$ cat src/rtl/ir_unescape_pkg.sv
package ir_unescape_pkg;
  localparam int unsigned BYTE_W = 8;
  localparam logic [BYTE_W-1:0] ESC_CODE_DEF   = 8'h7D;
  localparam logic [BYTE_W-1:0] ABORT_CODE_DEF = 8'hC1;
  localparam logic [BYTE_W-1:0] FLIP_MASK_DEF  = 8'h20;

  typedef enum logic {
    ST_PLAIN = 1'b0,
    ST_ESC   = 1'b1
  } esc_state_e;

  typedef struct packed {
    logic              wr;
    logic              abort;
    logic              err;
    logic              start;
    logic [BYTE_W-1:0] data;
  } out_evt_t;
endpackage

$ cat src/rtl/ir_unescape_classify.sv
module ir_unescape_classify
  import ir_unescape_pkg::*;
#(
  parameter logic [BYTE_W-1:0] ESC_CODE   = ESC_CODE_DEF,
  parameter logic [BYTE_W-1:0] ABORT_CODE = ABORT_CODE_DEF,
  parameter logic [BYTE_W-1:0] FLIP_MASK  = FLIP_MASK_DEF
) (
  input  logic [BYTE_W-1:0] byte_i,
  output logic              is_esc_o,
  output logic              is_abort_o,
  output logic [BYTE_W-1:0] flipped_o
);
  assign is_esc_o   = (byte_i == ESC_CODE);
  assign is_abort_o = (byte_i == ABORT_CODE);
  assign flipped_o  = byte_i ^ FLIP_MASK;
endmodule

$ cat src/rtl/ir_unescape_ctrl.sv
module ir_unescape_ctrl
  import ir_unescape_pkg::*;
(
  input  logic clk_i,
  input  logic rst_ni,
  input  logic valid_i,
  input  logic start_i,
  input  logic end_i,
  input  logic is_esc_i,
  input  logic is_abort_i,
  output logic pend_o,
  output logic fwd_o,
  output logic flip_o,
  output logic abort_o,
  output logic err_o
);
  esc_state_e state_q, state_d;
  logic pend, esc_next;

  // a frame start discards any escape left over from the previous frame
  assign pend = (state_q == ST_ESC) && !start_i;

  always_comb begin
    fwd_o    = 1'b0;
    abort_o  = 1'b0;
    esc_next = pend;
    if (valid_i) begin
      if (pend) begin
        abort_o  = is_abort_i;
        fwd_o    = !is_abort_i;
        esc_next = 1'b0;
      end else if (is_esc_i) begin
        esc_next = 1'b1;
      end else begin
        fwd_o = 1'b1;
      end
    end
  end

  assign flip_o = pend;
  assign pend_o = pend;
  assign err_o  = end_i && esc_next;

  always_comb begin
    state_d = esc_next ? ST_ESC : ST_PLAIN;
    if (end_i) state_d = ST_PLAIN;
  end

  always_ff @(posedge clk_i or negedge rst_ni) begin
    if (!rst_ni) state_q <= ST_PLAIN;
    else         state_q <= state_d;
  end


  a_r3_esc_arms: assert property (@(posedge clk_i) disable iff (!rst_ni)
    valid_i && !pend && is_esc_i && !end_i |=> state_q == ST_ESC);

  a_r5_abort_disarms: assert property (@(posedge clk_i) disable iff (!rst_ni)
    abort_o |=> state_q == ST_PLAIN);

  a_r9_idle_holds: assert property (@(posedge clk_i) disable iff (!rst_ni)
    !valid_i && !start_i && !end_i |=> $stable(state_q));

  a_r7_end_disarms: assert property (@(posedge clk_i) disable iff (!rst_ni)
    end_i |=> state_q == ST_PLAIN);
endmodule

$ cat src/rtl/ir_unescape_out.sv
module ir_unescape_out
  import ir_unescape_pkg::*;
(
  input  logic     clk_i,
  input  logic     rst_ni,
  input  out_evt_t evt_i,
  output logic     fifo_we_o,
  output logic     crc_en_o,
  output logic [BYTE_W-1:0] data_o,
  output logic     start_o,
  output logic     abort_o,
  output logic     err_o
);
  out_evt_t evt_q;

  always_ff @(posedge clk_i or negedge rst_ni) begin
    if (!rst_ni) evt_q <= '0;
    else         evt_q <= evt_i;
  end

  assign fifo_we_o = evt_q.wr;
  assign crc_en_o  = evt_q.wr;
  assign data_o    = evt_q.data;
  assign start_o   = evt_q.start;
  assign abort_o   = evt_q.abort;
  assign err_o     = evt_q.err;
endmodule

$ cat src/rtl/ir_unescape.sv
module ir_unescape
  import ir_unescape_pkg::*;
#(
  parameter logic [BYTE_W-1:0] ESC_CODE   = ESC_CODE_DEF,
  parameter logic [BYTE_W-1:0] ABORT_CODE = ABORT_CODE_DEF,
  parameter logic [BYTE_W-1:0] FLIP_MASK  = FLIP_MASK_DEF
) (
  input  logic              clk_i,
  input  logic              rst_ni,
  input  logic              frame_start_i,
  input  logic              frame_end_i,
  input  logic              byte_valid_i,
  input  logic [BYTE_W-1:0] byte_i,
  output logic              fifo_we_o,
  output logic              crc_en_o,
  output logic [BYTE_W-1:0] fifo_data_o,
  output logic              frame_start_o,
  output logic              abort_o,
  output logic              frame_err_o
);
  logic is_esc, is_abort, pend, fwd, flip, abort_evt, err_evt;
  logic [BYTE_W-1:0] flipped;
  out_evt_t evt;

  ir_unescape_classify #(
    .ESC_CODE  (ESC_CODE),
    .ABORT_CODE(ABORT_CODE),
    .FLIP_MASK (FLIP_MASK)
  ) u_classify (
    .byte_i    (byte_i),
    .is_esc_o  (is_esc),
    .is_abort_o(is_abort),
    .flipped_o (flipped)
  );

  ir_unescape_ctrl u_ctrl (
    .clk_i     (clk_i),
    .rst_ni    (rst_ni),
    .valid_i   (byte_valid_i),
    .start_i   (frame_start_i),
    .end_i     (frame_end_i),
    .is_esc_i  (is_esc),
    .is_abort_i(is_abort),
    .pend_o    (pend),
    .fwd_o     (fwd),
    .flip_o    (flip),
    .abort_o   (abort_evt),
    .err_o     (err_evt)
  );

  always_comb begin
    evt       = '0;
    evt.wr    = fwd;
    evt.abort = abort_evt;
    evt.err   = err_evt;
    evt.start = frame_start_i;
    evt.data  = flip ? flipped : byte_i;
  end

  ir_unescape_out u_out (
    .clk_i    (clk_i),
    .rst_ni   (rst_ni),
    .evt_i    (evt),
    .fifo_we_o(fifo_we_o),
    .crc_en_o (crc_en_o),
    .data_o   (fifo_data_o),
    .start_o  (frame_start_o),
    .abort_o  (abort_o),
    .err_o    (frame_err_o)
  );


  a_r2_plain_forward: assert property (@(posedge clk_i) disable iff (!rst_ni)
    byte_valid_i && !pend && byte_i != ESC_CODE |=>
      fifo_we_o && fifo_data_o == $past(byte_i));

  a_r4_flip_forward: assert property (@(posedge clk_i) disable iff (!rst_ni)
    byte_valid_i && pend && byte_i != ABORT_CODE |=>
      fifo_we_o && fifo_data_o == ($past(byte_i) ^ FLIP_MASK));

  a_r5_abort_no_write: assert property (@(posedge clk_i) disable iff (!rst_ni)
    $onehot0({abort_o, fifo_we_o}));

  a_r5_abort_seen: assert property (@(posedge clk_i) disable iff (!rst_ni)
    byte_valid_i && pend && byte_i == ABORT_CODE |=> abort_o && !fifo_we_o);

  a_r6_start_event: assert property (@(posedge clk_i) disable iff (!rst_ni)
    frame_start_i |=> frame_start_o);

  a_r7_err_needs_end: assert property (@(posedge clk_i) disable iff (!rst_ni)
    frame_err_o |-> $past(frame_end_i));

  a_r8_write_needs_byte: assert property (@(posedge clk_i) disable iff (!rst_ni)
    (fifo_we_o || crc_en_o) |-> $past(byte_valid_i));

  a_r1_reset_quiet: assert property (@(posedge clk_i)
    !rst_ni |-> !fifo_we_o && !crc_en_o && !abort_o && !frame_err_o && !frame_start_o);
endmodule

$ cat config.mk
export PLATFORM = sky130hd
export DESIGN_NAME = ir_unescape
export DESIGN_NICKNAME = d
export VERILOG_FILES = /design/src/rtl/ir_unescape_pkg.sv /design/src/rtl/ir_unescape_classify.sv /design/src/rtl/ir_unescape_ctrl.sv /design/src/rtl/ir_unescape_out.sv /design/src/rtl/ir_unescape.sv
export SDC_FILE = /design/constraint.sdc
export NUM_CORES = 1
export LEC_CHECK = 0
export BUFFER_PORTS_ARGS = -buffer_cell sky130_fd_sc_hd__clkbuf_2
export CAP_MARGIN = 40
export CORE_AREA = 2 2 39 41
export CTS_CLUSTER_SIZE = 10
export DETAILED_ROUTE_END_ITERATION = 7
export DIE_AREA = 0 0 41 43
export SETUP_SLACK_MARGIN = 0.15
export SLEW_MARGIN = 20
export SYNTH_ARGS = -nofsm -noshare
export SYNTH_HDL_FRONTEND = slang
export SYNTH_SLANG_ARGS = --single-unit
$ cat constraint.sdc
create_clock -name clk_i -period 1.75 [get_ports clk_i]
set_clock_uncertainty 0.05 [all_clocks]
set_input_delay 0.2625 -clock clk_i [delete_from_list [all_inputs] [get_ports clk_i]]
set_output_delay 0.2625 -clock clk_i [all_outputs]
set_load 0.005 [all_outputs]
Word level (Yosys, flattened, before mapping)
Cells that the tools add are included.
- eq/ne operators: 2
- mux-type cells: 11
- bitwise operators: 1
- reductions and logical operators: 4
- operator list (operator ; number):
    1-bit 2-to-1 mux ; 10
    8-bit by 7-bit == test with 1-bit output, second input constant ; 1
    8-bit == test, second input constant ; 1
    6-bit 2-to-1 mux ; 1
    1-bit logical AND ; 2
    1-bit zero test ; 2
    1-bit inverter ; 1
- bits in registers: 13
- output and inout bits: 13
- word-level logic and storage cells: 24

Logic depth before layout (Yosys ltp)
- word-level depth: 6
- depth in mapped cells: 4
- depth with buffers taken out: 4

Cells and area by module
Synthesis repeated with hierarchy kept, for this count alone.
- cells, all modules: 46
- area, all modules: 631.9 µm²
- by module, submodules not included (module ; instances ; cells an instance ; area an instance (µm²)):
    ir_unescape_out ; 1 ; 13 ; 307.8
    ir_unescape ; 1 ; 9 ; 131.4
    ir_unescape_classify ; 1 ; 14 ; 97.6
    ir_unescape_ctrl ; 1 ; 10 ; 95.1

Least setup slack after synthesis
No wires, ideal clock.
- path type: input -> register
- start point: input byte_i[5]
- end point: register u_out.evt_q (netlist bit u_out.crc_en_o)
- library setup time: 0.125 ns
- data arrival time: 1.312 ns
- required time: 1.575 ns
- path slack: 0.263 ns
- stages on the path: 4
- buffers on the path: 0
- cells stage by stage: or3b_1 > or4_1 > a211oi_1 > nor2b_1
- RTL lines (what ; RTL line ; RTL):
    start, declared ; ir_unescape.sv:13 ; input logic [BYTE_W-1:0] byte_i,
    end signal, assigned ; ir_unescape_out.sv:18 ; else evt_q <= evt_i;
    end, declared ; ir_unescape_out.sv:14 ; out_evt_t evt_q;

==> flow_summary.json <==
{
  "antenna_left": 0,
  "tns_ns": 0,
  "place_area_um2": 567,
  "yosysMostFrequentCell": "dfrtp_1",
  "crit_arrival_ns": 1.52,
  "nFillCells": 142,
  "hold_viol_final": 0,
  "grt_pass1_vias": 315,
  "vias_per_cell": 4.42,
  "wl_um": 747,
  "die_x_um": 41,
  "synth_area_um2": 429,
  "cts-root-buf": "clkbuf_4",
  "num_antenna_cells": 0,
  "wire_per_inst_um": 10.2,
  "cts_tree": "built",
  "design_area_um2": 603,
  "r2r-start": "u_ctrl.state_q$_DFF_PN0_",
  "fin_cells": 73,
  "syn_inst": 28,
  "finalNetCount": 71,
  "crit_family": "simple AND/OR/NAND/NOR gates",
  "cts_max_path_buffers": 2,
  "yosys_warnings": 0,
  "synth_edf_count": 0,
  "drv_cap": 0,
  "cts_resized": 0,
  "finalCritPeriodShare_pct": 81.0,
  "fmax_mhz": 705,
  "crit_fanout": 4,
  "startpoint_type": "flop",
  "cp_cell_sequence": "nand2b_1 -> or4_1 -> a211oi_1 -> nor2b_1",
  "htree_levels": 1,
  "io_pins": 26,
  "synth_top_area_share_pct": 75.8,
  "area_growth_pct": 40.5,
  "synth_cell_types": 14,
  "syn-num-nets": 41,
  "final.min_clock_period_ns": 1.42,
  "path_clk_slew_ns": 0.07,
  "drcViolationCount": 0,
  "critPathBufInv": 0,
  "power_w": 0.000534,
  "synthArstFlopShare_pct": 100,
  "grt_start_max_net_pins": 14,
  "cts_sinks": 13,
  "post_cts_buffers": 0,
  "p_leak_nw": 0.306,
  "setup_viol": 0,
  "antenna_found_initial": 0,
  "peakVddDrop_v": 0.000340,
  "rows": 14,
  "yosys_register_bits": 13,
  "status": "completed",
  "place_inst": 68,
  "num_vias": 323,
  "ys.flop_type": "dfrtp_1",
  "synth_area_leader_cell": "dfrtp_1",
  "max_stage_delay_ns": 0.50,
  "crit_start": "u_ctrl.state_q$_DFF_PN0_",
  "core-area_mm2": 0.00138,
  "fin_util_pct": 43.6,
  "holdBufCountCts": 1,
  "cellPowerDensity_mw_per_mm2": 885,
  "cp-end-kind": "flop",
  "grt_overflow_total": 0,
  "clock_latency_ns": 0.26,
  "drive_gt1_share_pct": 50.9,
  "dieArea_mm2": 0.00176,
  "grt_pass1_wl_um": 1190,
  "ys_seq_area_share_pct": 75.8,
  "r2r_slack_ns": 0.33,
  "initial_core_util_pct": 31.0,
  "dp_hpwl_um": 666,
  "crit_slowest_cell": "or4_1",
  "worst_slew_pin_slew_ns": 0.304,
  "gp_congestion": 0.699,
  "rsz0062_at_grt": "false",
  "yosys-top-cells-area": "dfrtp_1 (76%), nor2b_1 (2.9%), and4b_2 (2.6%), nand4b_1 (2.0%), o22a_1 (2.0%)",
  "holdCritPathClass": "in2reg",
  "cp.required_ns": 1.85,
  "numCtsBuffers": 3,
  "ys_top_cells_by_count": "dfrtp_1 (13), nor2_1 (2), nor2b_1 (2)",
  "maxSlewHeadroom_pct": 79.7,
  "hold_start": "frame_start_i",
  "drtIter0Drc": 0,
  "drv_slew": 0,
  "dieHeight_um": 43,
  "port-buffer-count": 25,
  "avgSynthCellArea_um2": 15.3,
  "groute.usage.overall_pct": 10.1,
  "drt-pass1-iter-count": 1,
  "crit_type": "reg2reg"
}
==> report_power, final <==
part	internal, W	leakage (nW)	switching (W)
Sequential	0.000312	0.158	0.00000317
Clock	0.0000881	0.0150	0.0000855
Combinational	0.0000237	0.133	0.0000217
==> layout by cell type, fill, tap and decap left out <==
cell type / n
o22a_1: 1
dlygate4sd3_1: 1
clkbuf_1: 1
nand4b_1: 1
or3b_1: 1
dfrtp_1: 13
and4b_2: 1
nor2b_1: 2
nand2_1: 1
nor2_1: 2
clkbuf_4: 3
nand3_1: 1
nand2b_1: 1
or4_1: 1
xnor2_1: 1
clkbuf_2: 25
a211oi_1: 1
==> per-stage QoR <==
step,worst slack [ns],hold WS (ns)
after floorplan,0.263,-0.0831
after global placement,0.136,0.112
after detailed placement,0.105,0.117
after CTS,0.331,0.0626
after global routing,0.227,0.0618
final,0.332,0.0685
==> final timing paths <==
kind                                              to  cells past startpoint
hold reg to reg            u_out.data_o[5]$_DFF_PN0_                      2
min in group asynchronous  u_out.data_o[1]$_DFF_PN0_                      2
max in group asynchronous  u_out.data_o[7]$_DFF_PN0_                      2
setup / recovery            u_out.crc_en_o$_DFF_PN0_                      4
setup reg to reg            u_out.crc_en_o$_DFF_PN0_                      4
hold / removal               u_out.start_o$_DFF_PN0_                      1
==> sequential cells by signal, summed over array words and instances, names as in the netlist <==
register / count
u_out.data_o: 8
u_ctrl.state_q: 1
u_out.abort_o: 1
u_out.err_o: 1
u_out.start_o: 1
u_out.crc_en_o: 1
==> logic make-up (layout without fill, tap and decap cells) <==
group | after synthesis | in the layout | share of synthesized area [%]
xor gates and xnor gates | 1 | 1 | 2.04
and+or+nand+nor | 11 | 11 | 16.6
AOI/OAI and AO/OA | 2 | 2 | 3.79
buffers and inverters | 1 | 30 | 1.75
DFF | 13 | 13 | 75.8
==> cell type report <==
| class | count | area, um^2 | area share [%] |
|---|---|---|---|
| Clock buffer | 4 | 26.3 | 4.36 |
| Multi-Input combinational cell | 14 | 96.3 | 16.0 |
| Timing Repair Buffer | 26 | 135 | 22.4 |
| Tap cell | 16 | 20.0 | 3.32 |
| Sequential cell | 13 | 325 | 53.9 |
==> per-layer routing <==
layer	vias to the layer above	part of all wire (%)	routed length, um	GRT usage, %
met5	-	0	0	0
met4	0	1.9	14	4.00
met3	2	7.5	56	3.14
met2	13	60	448	20.0
met1	148	30	227	7.88
li1	160	-	-	-
==> worst reg2reg max path: stages, from the launching register on <==
cell	delay (ns)
dfrtp_1	0.33
nand2b_1	0.11
or4_1	0.50
a211oi_1	0.25
nor2b_1	0.07
No activity file was read; power rests on OpenSTA's default activity.
